==> src/rtl/intinj_pkg.sv <==
package intinj_pkg;

  // Number of interrupt sources; bit order is analog, video, serial.
  localparam int unsigned IRQ_SRC_CNT = 3;

  typedef logic [IRQ_SRC_CNT-1:0] srcMask_t;

  typedef enum logic [0:0] {
    INJ_IDLE  = 1'b0,
    INJ_ARMED = 1'b1
  } injState_t;

  // Strobes from control to datapath
  typedef struct packed {
    logic     take;     // forced call goes out on this fetch
    logic     rdEn;     // flag register read
    srcMask_t setMask;  // flags to set
    srcMask_t clrMask;  // flags to clear
  } ctlStrobes_t;

endpackage

==> src/rtl/intinj_ctrl.sv <==
module intinj_ctrl
  import intinj_pkg::*;
(
  input  logic        clk,
  input  logic        rstN,
  input  srcMask_t    srcReq,
  input  logic        fetchReq,
  input  logic        regSel,
  input  logic        regWe,
  input  srcMask_t    regAddrLow,
  output ctlStrobes_t strobes
);

  injState_t stateQ, stateD;
  logic      takeNow;
  logic      anyReq;

  assign anyReq  = |srcReq;
  assign takeNow = (stateQ == INJ_ARMED) && fetchReq;

  // Arming is one-shot: requests while armed (even in the take cycle)
  // are absorbed and only set flags.
  always_comb begin
    stateD = stateQ;
    unique case (stateQ)
      INJ_IDLE:  if (anyReq)  stateD = INJ_ARMED;
      INJ_ARMED: if (takeNow) stateD = INJ_IDLE;
      default:   stateD = INJ_IDLE;
    endcase
  end

  always_ff @(posedge clk) begin
    if (!rstN) stateQ <= INJ_IDLE;
    else       stateQ <= stateD;
  end

  always_comb begin
    strobes.take    = takeNow;
    strobes.rdEn    = regSel && !regWe;
    strobes.setMask = srcReq;
    strobes.clrMask = (regSel && regWe) ? regAddrLow : '0;
  end

endmodule

==> src/rtl/intinj_dp.sv <==
module intinj_dp
  import intinj_pkg::*;
#(
  parameter int unsigned ADDR_W     = 20,
  parameter int unsigned PAGE_OFS_W = 10
) (
  input  logic                         clk,
  input  logic                         rstN,
  input  ctlStrobes_t                  strobes,
  input  logic [ADDR_W-PAGE_OFS_W-1:0] homePage,
  input  logic [ADDR_W-1:0]            fetchPc,
  output srcMask_t                     flagState,
  output logic [ADDR_W-1:0]            callTarget,
  output logic [ADDR_W-1:0]            pushData,
  output srcMask_t                     regRdata
);

  localparam int unsigned PAGE_W = ADDR_W - PAGE_OFS_W;

  // One sticky flag per source; a set beats a clear in the same cycle.
  for (genvar g = 0; g < IRQ_SRC_CNT; g++) begin : g_flag
    logic flagQ;
    always_ff @(posedge clk) begin
      if (!rstN)                   flagQ <= 1'b0;
      else if (strobes.setMask[g]) flagQ <= 1'b1;
      else if (strobes.clrMask[g]) flagQ <= 1'b0;
    end
    assign flagState[g] = flagQ;
  end

  assign callTarget = {homePage[PAGE_W-1:0], {PAGE_OFS_W{1'b0}}};
  assign pushData   = strobes.take ? fetchPc : '0;
  assign regRdata   = strobes.rdEn ? flagState : '0;

endmodule

==> src/rtl/irq_call_injector.sv <==
module irq_call_injector
  import intinj_pkg::*;
#(
  parameter int unsigned ADDR_W     = 20,
  parameter int unsigned PAGE_OFS_W = 10
) (
  input  logic                         clk,
  input  logic                         rstN,
  input  logic [IRQ_SRC_CNT-1:0]       srcReq,
  input  logic                         fetchReq,
  input  logic [ADDR_W-1:0]            fetchPc,
  input  logic [ADDR_W-PAGE_OFS_W-1:0] homePage,
  output logic                         fetchSubst,
  output logic [ADDR_W-1:0]            callTarget,
  output logic                         pushReq,
  output logic [ADDR_W-1:0]            pushData,
  input  logic                         regSel,
  input  logic                         regWe,
  input  logic [IRQ_SRC_CNT-1:0]       regAddrLow,
  output logic [IRQ_SRC_CNT-1:0]       regRdata
);

  ctlStrobes_t strobes;
  srcMask_t    flagState;

  intinj_ctrl i_ctrl (
    .clk        (clk),
    .rstN       (rstN),
    .srcReq     (srcReq),
    .fetchReq   (fetchReq),
    .regSel     (regSel),
    .regWe      (regWe),
    .regAddrLow (regAddrLow),
    .strobes    (strobes)
  );

  intinj_dp #(
    .ADDR_W     (ADDR_W),
    .PAGE_OFS_W (PAGE_OFS_W)
  ) i_dp (
    .clk        (clk),
    .rstN       (rstN),
    .strobes    (strobes),
    .homePage   (homePage),
    .fetchPc    (fetchPc),
    .flagState  (flagState),
    .callTarget (callTarget),
    .pushData   (pushData),
    .regRdata   (regRdata)
  );

  assign fetchSubst = strobes.take;
  assign pushReq    = strobes.take;

endmodule

==> config.mk <==
export PLATFORM = sky130hd
export DESIGN_NAME = irq_call_injector
export DESIGN_NICKNAME = d
export VERILOG_FILES = /design/src/rtl/intinj_pkg.sv /design/src/rtl/intinj_ctrl.sv /design/src/rtl/intinj_dp.sv /design/src/rtl/irq_call_injector.sv
export SDC_FILE = /design/constraint.sdc
export NUM_CORES = 1
export LEC_CHECK = 0
export BUFFER_PORTS_ARGS = -buffer_cell sky130_fd_sc_hd__buf_2
export CORE_MARGIN = 5
export CORE_UTILIZATION = 29
export CTS_BUF_LIST = sky130_fd_sc_hd__clkbuf_4 sky130_fd_sc_hd__clkbuf_8 sky130_fd_sc_hd__clkbuf_16
export CTS_CLUSTER_DIAMETER = 40
export CTS_CLUSTER_SIZE = 28
export DETAILED_ROUTE_END_ITERATION = 8
export GPL_ROUTABILITY_DRIVEN = 0
export PLACE_DENSITY = 0.89
export SLEW_MARGIN = 20
export SYNTH_ARGS = -nofsm -noshare
export SYNTH_HDL_FRONTEND = slang
export SYNTH_HIERARCHICAL = 1
export SYNTH_SLANG_ARGS = --single-unit
==> constraint.sdc <==
create_clock -name clk -period 1.3 [get_ports clk]
set_input_delay 0.195 -clock clk [delete_from_list [all_inputs] [get_ports clk]]
set_output_delay 0.195 -clock clk [all_outputs]
set_load 0.01 [all_outputs]
# After elaboration in Yosys (flattened, before gate mapping)
# Index checks and enable logic that the tools add are counted.
# totals
regBits,4
n_memories,0
latch_bits,0
mem_bits_ro,0
ram_bits,0
elab_cells,25
in_bits,41
# op_classes
n_lt_le_gt_ge,0
div,0
n_shift,0
bitwise_logic,1
n_reduce_logical,8
n_addsub,0
n_mul,0
mux,12
n_eq_ne,0
# op_table
op,count
$mux W20,1
$mux W1,8
$mux W3,2
$reduce_bool A2 Y1,3
$logic_and A1 B1 Y1,3
$reduce_or A3 Y1,1
$pmux W1 S2,1
$logic_not A1 Y1,1
$not A1 Y1,1

# Logic depth before layout (Yosys ltp)
# Gate-level depths: netlist of run 1.
# logic_depth
word_depth,4
depth_mapped,4

# Cells and area by module
# Netlist of run 1, hierarchy kept.
# by_module_without_submodules
module,area_each_um2,cells_each,n_inst
intinj_dp,466.7,58,1
intinj_ctrl,97.6,12,1
irq_call_injector,7.5,1,1

# Least setup slack after synthesis of run 1
# Ideal clock, no wire load.
# synth_path
path_kind,reg-to-output
from,reg i_ctrl.stateQ
to,out pushData[0]
n_path_buf,2
required_ns,1.105
stages_incl_launch_ff,5
t_arrival_ns,0.878
setup_slack_ns,0.227
path_cell_list,dfxtp_1 > and2_4 > buf_4 > buf_6 > and2_2
# synth_via
elab_chain_cells,2
# synth_rtl
item,line,text
start: declaration,intinj_ctrl.sv:14,"injState_t stateQ, stateD;"
start signal: assignment,intinj_ctrl.sv:34,else stateQ <= stateD;
$logic_and A1 B1 Y1,intinj_ctrl.sv:19,assign takeNow = (stateQ == INJ_ARMED) && fetchReq;
net i_ctrl.takeNow,intinj_ctrl.sv:15,logic takeNow;
$mux W20,intinj_dp.sv:32,assign pushData = strobes.take ? fetchPc : '0;
end: declaration,irq_call_injector.sv:16,"output logic [ADDR_W-1:0] pushData,"
# The timed path passes the listed nets, and every way through them passes these cells.

# Worst setup path in the final report of run 1
# layout_path
from,reg i_ctrl.stateQ
to,out pushData[15]
# layout_via
elab_chain_cells,2
# layout_rtl
item,line
$logic_and A1 B1 Y1,intinj_ctrl.sv:19
$mux W20,intinj_dp.sv:32
# Every way passes these cells.

==> results.cfg, run 1 <==
[sta]
fin_crit_ns = 1.22
final_max_slew_viol_count = 0
tns_ns = 0
hold_ws_ns = 0.185
timing.final.crit_share_pct = 94.1
max_freq_mhz = 817
clock_skew_ns = 0
finalSetupViolCount = 0
rsz0062_at_grt = false
hold_violations = 0

[pwr]
p_leak_nw = 0.456
ir_drop_mv = 0.398
p_per_area_nw_per_um2 = 640

[layout]
area_growth_pct = 29.6
fin_util_pct = 40.4
stdcell_area_um2 = 712
num-nets-final = 152
antenna_cells = 0
final_cells = 134
drive_gt1_share_pct = 72.5

[setup_path]
required_ns = 1.11
crit_path_end_kind = output port
r2r_slack_ns = 0.51
cp.arrival_ns = 1.03
crit_cells = 3
crit_slowest_cell = dfxtp_2
reg2regPathDepth = 2
worstReg2RegStart = i_ctrl/stateQ
startpoint_type = flop
cpLargestDelayFamily = simple AND/OR/NAND/NOR gates
worstSetupEndpoint = pushData[15]
path_cells = and2_4, and2_2, buf_2
crit_start = i_ctrl/stateQ
rr_endpoint = i_ctrl/stateQ
worst-path-buf-inv = 1
crit_type = flop to output port
path_max_fanout = 12
cpPeakStageDelay_ns = 0.33

[status]
status = complete, no violations

[floorplanning]
row_count = 15
initial_core_util_pct = 31.1
core_um2 = 1760
design.portCount = 86
die_h_um = 53.5
die_w_um = 53.5
die_area_um2 = 2860

[place]
dp_hpwl_um = 1430
portBuffers = 55
dp_cells = 130
place_area_um2 = 679

[synth]
syn_area_um2 = 549
synth_cells = 68
ys_warn_count = 6
syn_avg_cell_area_um2 = 8.08

[global_routing]
grt_pass1_vias = 517
antenna_found_initial = 0
met1_usage_pct = 10.1
grt_usage_pct = 10.3
met2_usage_pct = 18.2
busiest_layer = met2
grt_pass1_wl_um = 2160
use_met3_pct = 4.51
grt_max_degree = 24
overflow = 0

[detailed_routing]
antenna_left = 0
routed_wl_um = 1610
first_pass_iters = 4
vias = 539
wl_per_cell_um = 12.0
drt_iter0_drc = 1
drcViolationCount = 0
vias_per_cell = 4.02

[job]
drv_cap = 0

[worst_hold_path]
min_path_cells = 2
hold_path_class = input pin to flop

[clocking]
clock_latency_ns = 0.23
holdBufCountCts = 0
htreeDepth = 1
clk_pin_slew_worst_paths_ns = 0.04
root_buffer = clkbuf_4
cts_buffer_depth = 2
cts_num_sinks = 4
cts_tree = done
cts_buffers = 3
[state kept, by name, summed over array words and instances (netlist names)]
name	flops
i_ctrl/stateQ	1
i_dp/g_flag.flagQ	3
[worst min-delay path by stage]
| stage | startpoint | end | slack [ns] |
|---|---|---|---|
| floorplan | rstN | i_dp/g_flag[0].flagQ | 0.31 |
| finish | srcReq[1] | i_dp/g_flag[1].flagQ | 0.18 |
| global route | srcReq[1] | i_dp/g_flag[1].flagQ | 0.18 |
| detailed placement | homePage[9] | callTarget[19] | 0.39 |
| global placement | homePage[9] | callTarget[19] | 0.39 |
| CTS | srcReq[1] | i_dp/g_flag[1].flagQ | 0.18 |
[where the power goes]
group          leakage [nW]  internal (W)  switching [W]
sequential           0.0337      0.000133     0.00000481
combinational         0.408     0.0000855      0.0000777
clock                0.0138      0.000103      0.0000507
[timing repair]
action,4_1_cts,5_1_grt
setup endpoints to repair,0,20
buffers inserted,0,0
resized for setup,0,2
[per-stage QoR]
stage | total power, W | worst slack, ns
after detailed placement | 0.000299 | 0.253
after global placement | 0.000293 | 0.289
after floorplan | 0.000288 | 0.227
after global routing | 0.000486 | 0.0199
after CTS | 0.000460 | 0.00138
final | 0.000455 | 0.0764
[cell type report]
cell class              count  area, um^2
repair buffers             55         275
well taps                  25        31.3
flip-flops and latches      4        81.3
multi-input cells          47         302
fillers                   195        1050
clock buffers               3        22.5
[routing by layer]
layer	vias to the layer above	share of wire (%)
met5	-	0
met4	0	0
met3	0	11
met2	32	59
met1	247	30
li1	260	-
[cell usage in the layout (no fill, tap or decap), drive strengths merged]
cell	count
buf	55
conb	10
nor4	1
and2	25
clkbuf	3
o21a	3
nor3b	1
nor2b	4
dfxtp	4
and3	3
(Power assumes the default switching activity.)
==> run 2: changes to the inputs <==
==> constraint.sdc (replaced) <==
create_clock -name clk -period 1.2 [get_ports clk]
set_input_delay 0.18 -clock clk [delete_from_list [all_inputs] [get_ports clk]]
set_output_delay 0.18 -clock clk [all_outputs]
set_load 0.01 [all_outputs]
==> results.cfg, run 2 (synthesis results as in run 1) <==
[status]
status = finished with violations
violations = setup timing

[layout]
most-common-layout-cells = buf_2 (35), and2_4 (20), buf_6 (20), conb_1 (10)
largest_reg_flops = 3
layout_commonest_cell = buf_2
largest_register = i_dp/g_flag.flagQ
final_cells = 137
num-nets-final = 155
largestRegisters = i_dp/g_flag.flagQ: 3 flops, i_ctrl/stateQ: 1 flops
antenna_cells = 0
area_growth_pct = 61.5
drive_gt1_share_pct = 75.0

[sta]
timing.final.crit_share_pct = 100
tns_ns = -0.00110
rsz0062_at_grt = true
hold_violations = 0
hold_ws_ns = 0.172
clock_skew_ns = 0
fin_crit_ns = 1.20
final_max_slew_viol_count = 0
setup_slack_ns = -0.000931
max_freq_mhz = 833
finalSetupViolCount = 2

[floorplanning]
design.portCount = 86
die_w_um = 53.5
row_count = 15
die_h_um = 53.5
core_um2 = 1760
die_area_um2 = 2860
initial_core_util_pct = 31.1

[pwr]
total_power_w = 0.000560
p_int_w = 0.000398
pwr-share-seq_pct = 26.8
ir_drop_mv = 0.722
sw_frac_of_total_pct = 28.9
p_per_area_nw_per_um2 = 631
power_frac_clock_pct = 29.9
p_leak_nw = 0.502
switching_power_w = 0.000162
power_frac_comb_pct = 43.3

[place]
dp_cells = 130
portBuffers = 55
dp_hpwl_um = 1360
pre_cts_ws_ns = 0.163

[detailed_routing]
drcViolationCount = 0
routed_wl_um = 1820
wl_per_cell_um = 13.3
vias = 552
antenna_left = 0
first_pass_iters = 3
vias_per_cell = 4.03
drt_iter0_drc = 1

[setup_path]
required_ns = 1.02
crit_type = flop to output port
rr_endpoint = i_ctrl/stateQ
cp.arrival_ns = 1.02
worst-path-buf-inv = 1
crit_path_end_kind = output port
r2r_slack_ns = 0.39
crit_slowest_cell = dfxtp_4
path_cells = and2_4, and2_2, buf_6
path_max_fanout = 6
cpPeakStageDelay_ns = 0.35
cpLargestDelayFamily = flip-flops
reg2regPathDepth = 2
startpoint_type = flop
worstReg2RegStart = i_ctrl/stateQ

[global_routing]
antenna_found_initial = 0
grt_pass1_wl_um = 2530
grt_usage_pct = 12.4
grt_pass1_vias = 571
overflow = 0
grt_max_degree = 7

[clocking]
htreeDepth = 1
cts_num_sinks = 4
cts_buffer_depth = 2
clock_latency_ns = 0.23
clk_pin_slew_worst_paths_ns = 0.04
root_buffer = clkbuf_4
cts_tree = done
holdBufCountCts = 0
cts_buffers = 3

[worst_hold_path]
whs_endpoint = i_dp/g_flag[1].flagQ
holdCritStartpoint = srcReq[1]
min_path_cells = 2
hold_path_class = input pin to flop

[job]
drv_cap = 0
-- run 2: worst reg2reg max path: stages, from the launching register on --
cell     delay (ns)
dfxtp_4        0.35
nor4_1         0.27
nor3b_1        0.07
-- run 2: per-stage QoR --
| step | area, um^2 | util [%] |
|---|---|---|
| global placement | 679 | 38.5 |
| detailed placement | 679 | 38.5 |
| CTS | 841 | 47.7 |
| global route | 887 | 50.3 |
| floorplan | 583 | - |
| finish | 887 | 50.3 |
-- run 2: repair_timing --
item,CTS,global route
endpoints found under the hold margin,0,0
pin swaps,2,3
buffers inserted,0,1
resized for setup,25,18
cloned,3,0
endpoints found under the setup margin,20,20
-- run 2: worst max-delay path by stage --
stage                        startpoint            to  slack, ns  cells past startpoint
after floorplan           i_ctrl/stateQ   pushData[0]       0.14                      4
after global placement    i_ctrl/stateQ  pushData[15]       0.20                      3
after detailed placement  i_ctrl/stateQ  pushData[15]       0.16                      3
after CTS                 i_ctrl/stateQ   pushData[2]      -0.02                      3
after global routing      i_ctrl/stateQ  pushData[15]      -0.03                      3
final                     i_ctrl/stateQ   pushData[0]    -0.0009                      3
-- run 2: layout make-up --
type,count,area [um^2]
multi-input combinational,49,342
sequential,4,83.8
clock buffer,3,22.5
timing repair buffer,56,408
tap,25,31.3
fill,187,877
-- run 2: routing by layer --
metal | global-route usage (%) | part of all wire, % | wire length, um | up-vias
li1 | - | - | - | 267
met1 | 10.8 | 27 | 490 | 247
met2 | 24.5 | 62 | 1120 | 32
met3 | 3.66 | 8.7 | 159 | 6
met4 | 6.81 | 2.7 | 49 | 0
met5 | 0 | 0 | 0 | -
-- run 2: power groups by stage --
| stage | clock network (W) | logic [W] | registers, W |
|---|---|---|---|
| floorplan | 0 | 0.000164 | 0.000149 |
| finish | 0.000168 | 0.000242 | 0.000150 |
| CTS | 0.000174 | 0.000220 | 0.000151 |
| global placement | 0 | 0.000168 | 0.000150 |
| global route | 0.000182 | 0.000262 | 0.000152 |
| detailed placement | 0 | 0.000173 | 0.000150 |
==> run 3: changes to the inputs <==
--- a/config.mk
+++ b/config.mk
@@ -7,13 +7,13 @@
 export LEC_CHECK = 0
 export BUFFER_PORTS_ARGS = -buffer_cell sky130_fd_sc_hd__buf_2
 export CORE_MARGIN = 5
-export CORE_UTILIZATION = 29
+export CORE_UTILIZATION = 31
 export CTS_BUF_LIST = sky130_fd_sc_hd__clkbuf_4 sky130_fd_sc_hd__clkbuf_8 sky130_fd_sc_hd__clkbuf_16
 export CTS_CLUSTER_DIAMETER = 40
 export CTS_CLUSTER_SIZE = 28
 export DETAILED_ROUTE_END_ITERATION = 8
 export GPL_ROUTABILITY_DRIVEN = 0
-export PLACE_DENSITY = 0.89
+export PLACE_DENSITY = 0.94
 export SLEW_MARGIN = 20
 export SYNTH_ARGS = -nofsm -noshare
 export SYNTH_HDL_FRONTEND = slang
==> constraint.sdc (replaced) <==
create_clock -name clk -period 1.45 [get_ports clk]
set_input_delay 0.2175 -clock clk [delete_from_list [all_inputs] [get_ports clk]]
set_output_delay 0.2175 -clock clk [all_outputs]
set_load 0.01 [all_outputs]
==> results.cfg, run 3 (synthesis results as in run 1) <==
[global_routing]
grt_usage_pct = 10.9
grt_pass1_vias = 509
grt_max_degree = 24
grt_pass1_wl_um = 2210
antenna_found_initial = 0
overflow = 0

[layout]
area_growth_pct = 27.8
drive_gt1_share_pct = 71.3
seq_area_um2 = 80.1
largest_reg_flops = 3
largest_register = i_dp/g_flag.flagQ
num-nets-final = 151
layout_commonest_cell = buf_2
most-common-layout-cells = buf_2 (55), and2_2 (18), conb_1 (10), and2_1 (5)
multi_input_comb_area_um2 = 293
largestRegisters = i_dp/g_flag.flagQ: 3 flops, i_ctrl/stateQ: 1 flops
fillers = 171
antenna_cells = 0

[pwr]
power_frac_comb_pct = 35.1
p_per_area_nw_per_um2 = 577
power_frac_clock_pct = 34.4
switching_power_w = 0.000119
ir_drop_mv = 0.493
p_int_w = 0.000286
sw_frac_of_total_pct = 29.4
p_leak_nw = 0.451
pwr-share-seq_pct = 30.4

[floorplanning]
die_area_um2 = 2710
die_h_um = 52.1
die_w_um = 52.1
core_um2 = 1710
row_count = 15
initial_core_util_pct = 32.2
design.portCount = 86

[worst_hold_path]
holdCritStartpoint = srcReq[1]
hold_path_class = input pin to flop
min_path_cells = 2
whs_endpoint = i_dp/g_flag[1].flagQ

[detailed_routing]
vias_per_cell = 3.74
wl_per_cell_um = 11.4
drcViolationCount = 0
drt_iter0_drc = 0
antenna_left = 0
first_pass_iters = 1
vias = 497
routed_wl_um = 1510

[clocking]
cts_buffers = 3
post_cts_resized = 0
cts_buffer_depth = 2
cts_num_sinks = 4
clock_latency_ns = 0.24
clk_pin_slew_worst_paths_ns = 0.04
cts_setup_buffers = 0
holdBufCountCts = 0
htreeDepth = 1
cts_tree = done
root_buffer = clkbuf_4

[setup_path]
cp.arrival_ns = 1.09
cpPeakStageDelay_ns = 0.32
worstReg2RegStart = i_ctrl/stateQ
reg2regPathDepth = 2
path_cells = and2_4, and2_2, buf_2
startpoint_type = flop
r2r_slack_ns = 0.67
required_ns = 1.23
path_max_fanout = 23
crit_type = flop to output port
crit_slowest_cell = dfxtp_1
rr_endpoint = i_ctrl/stateQ
crit_path_end_kind = output port

[job]
drv_cap = 0

[sta]
hold_violations = 0
timing.final.crit_share_pct = 90.1
max_freq_mhz = 765
finalSetupViolCount = 0
clock_skew_ns = 0
hold_ws_ns = 0.219
tns_ns = 0
rsz0062_at_grt = false
final_max_slew_viol_count = 0
fin_crit_ns = 1.31

[status]
status = complete, no violations

[place]
portBuffers = 55
## run 3: cell count changes in the layout (fill, tap and decap cells not counted), sizes merged
| cell | change |
|---|---|
| and2 | -3 |
| buf | -1 |
## run 3: how the worst max path moves through the flow
stage / cells past startpoint / slack (ns) / to / from
finish: 3 / 0.14 / pushData[14] / i_ctrl/stateQ
global route: 3 / 0.05 / pushData[12] / i_ctrl/stateQ
CTS: 3 / 0.13 / pushData[14] / i_ctrl/stateQ
detailed placement: 3 / 0.39 / pushData[14] / i_ctrl/stateQ
global placement: 3 / 0.42 / pushData[1] / i_ctrl/stateQ
floorplan: 4 / 0.35 / pushData[0] / i_ctrl/stateQ
## run 3: power groups by stage
| stage | combinational, W | clock, W | sequential (W) |
|---|---|---|---|
| floorplan | 0.000136 | 0 | 0.000123 |
| global placement | 0.000138 | 0 | 0.000124 |
| finish | 0.000142 | 0.000140 | 0.000123 |
| CTS | 0.000143 | 0.000145 | 0.000123 |
| detailed placement | 0.000142 | 0 | 0.000125 |
| global route | 0.000158 | 0.000157 | 0.000123 |
## run 3: layout make-up
class                   count  area share [%]
multi-input cells          46            41.7
repair buffers             55            39.2
flip-flops and latches      4            11.4
well taps                  25            4.46
clock buffers               3            3.21
## run 3: through the flow
stage	instance area [um^2]	utilization [%]	total power, W	setup WS (ns)	cells
after floorplan	583	-	0.000258	0.355	77
after global placement	679	39.8	0.000262	0.423	130
after detailed placement	679	39.8	0.000267	0.395	130
after CTS	702	41.1	0.000411	0.133	133
after global routing	702	41.1	0.000438	0.0544	133
final	702	41.1	0.000405	0.143	133
## run 3: per-layer routing
layer / vias to the layer above / GRT usage (%) / part of all wire (%)
met5: - / 0 / 0
met1: 213 / 9.64 / 30
met2: 28 / 20.9 / 58
li1: 256 / - / -
met3: 0 / 5.44 / 11
met4: 0 / 3.49 / 0
## run 3: critical path, delay by kind of cell, from the launching register on
family                 cells  cell delay [ns]
AND/OR/NAND/NOR            2             0.41
buffers and inverters      1             0.12
flip-flops                 1             0.32
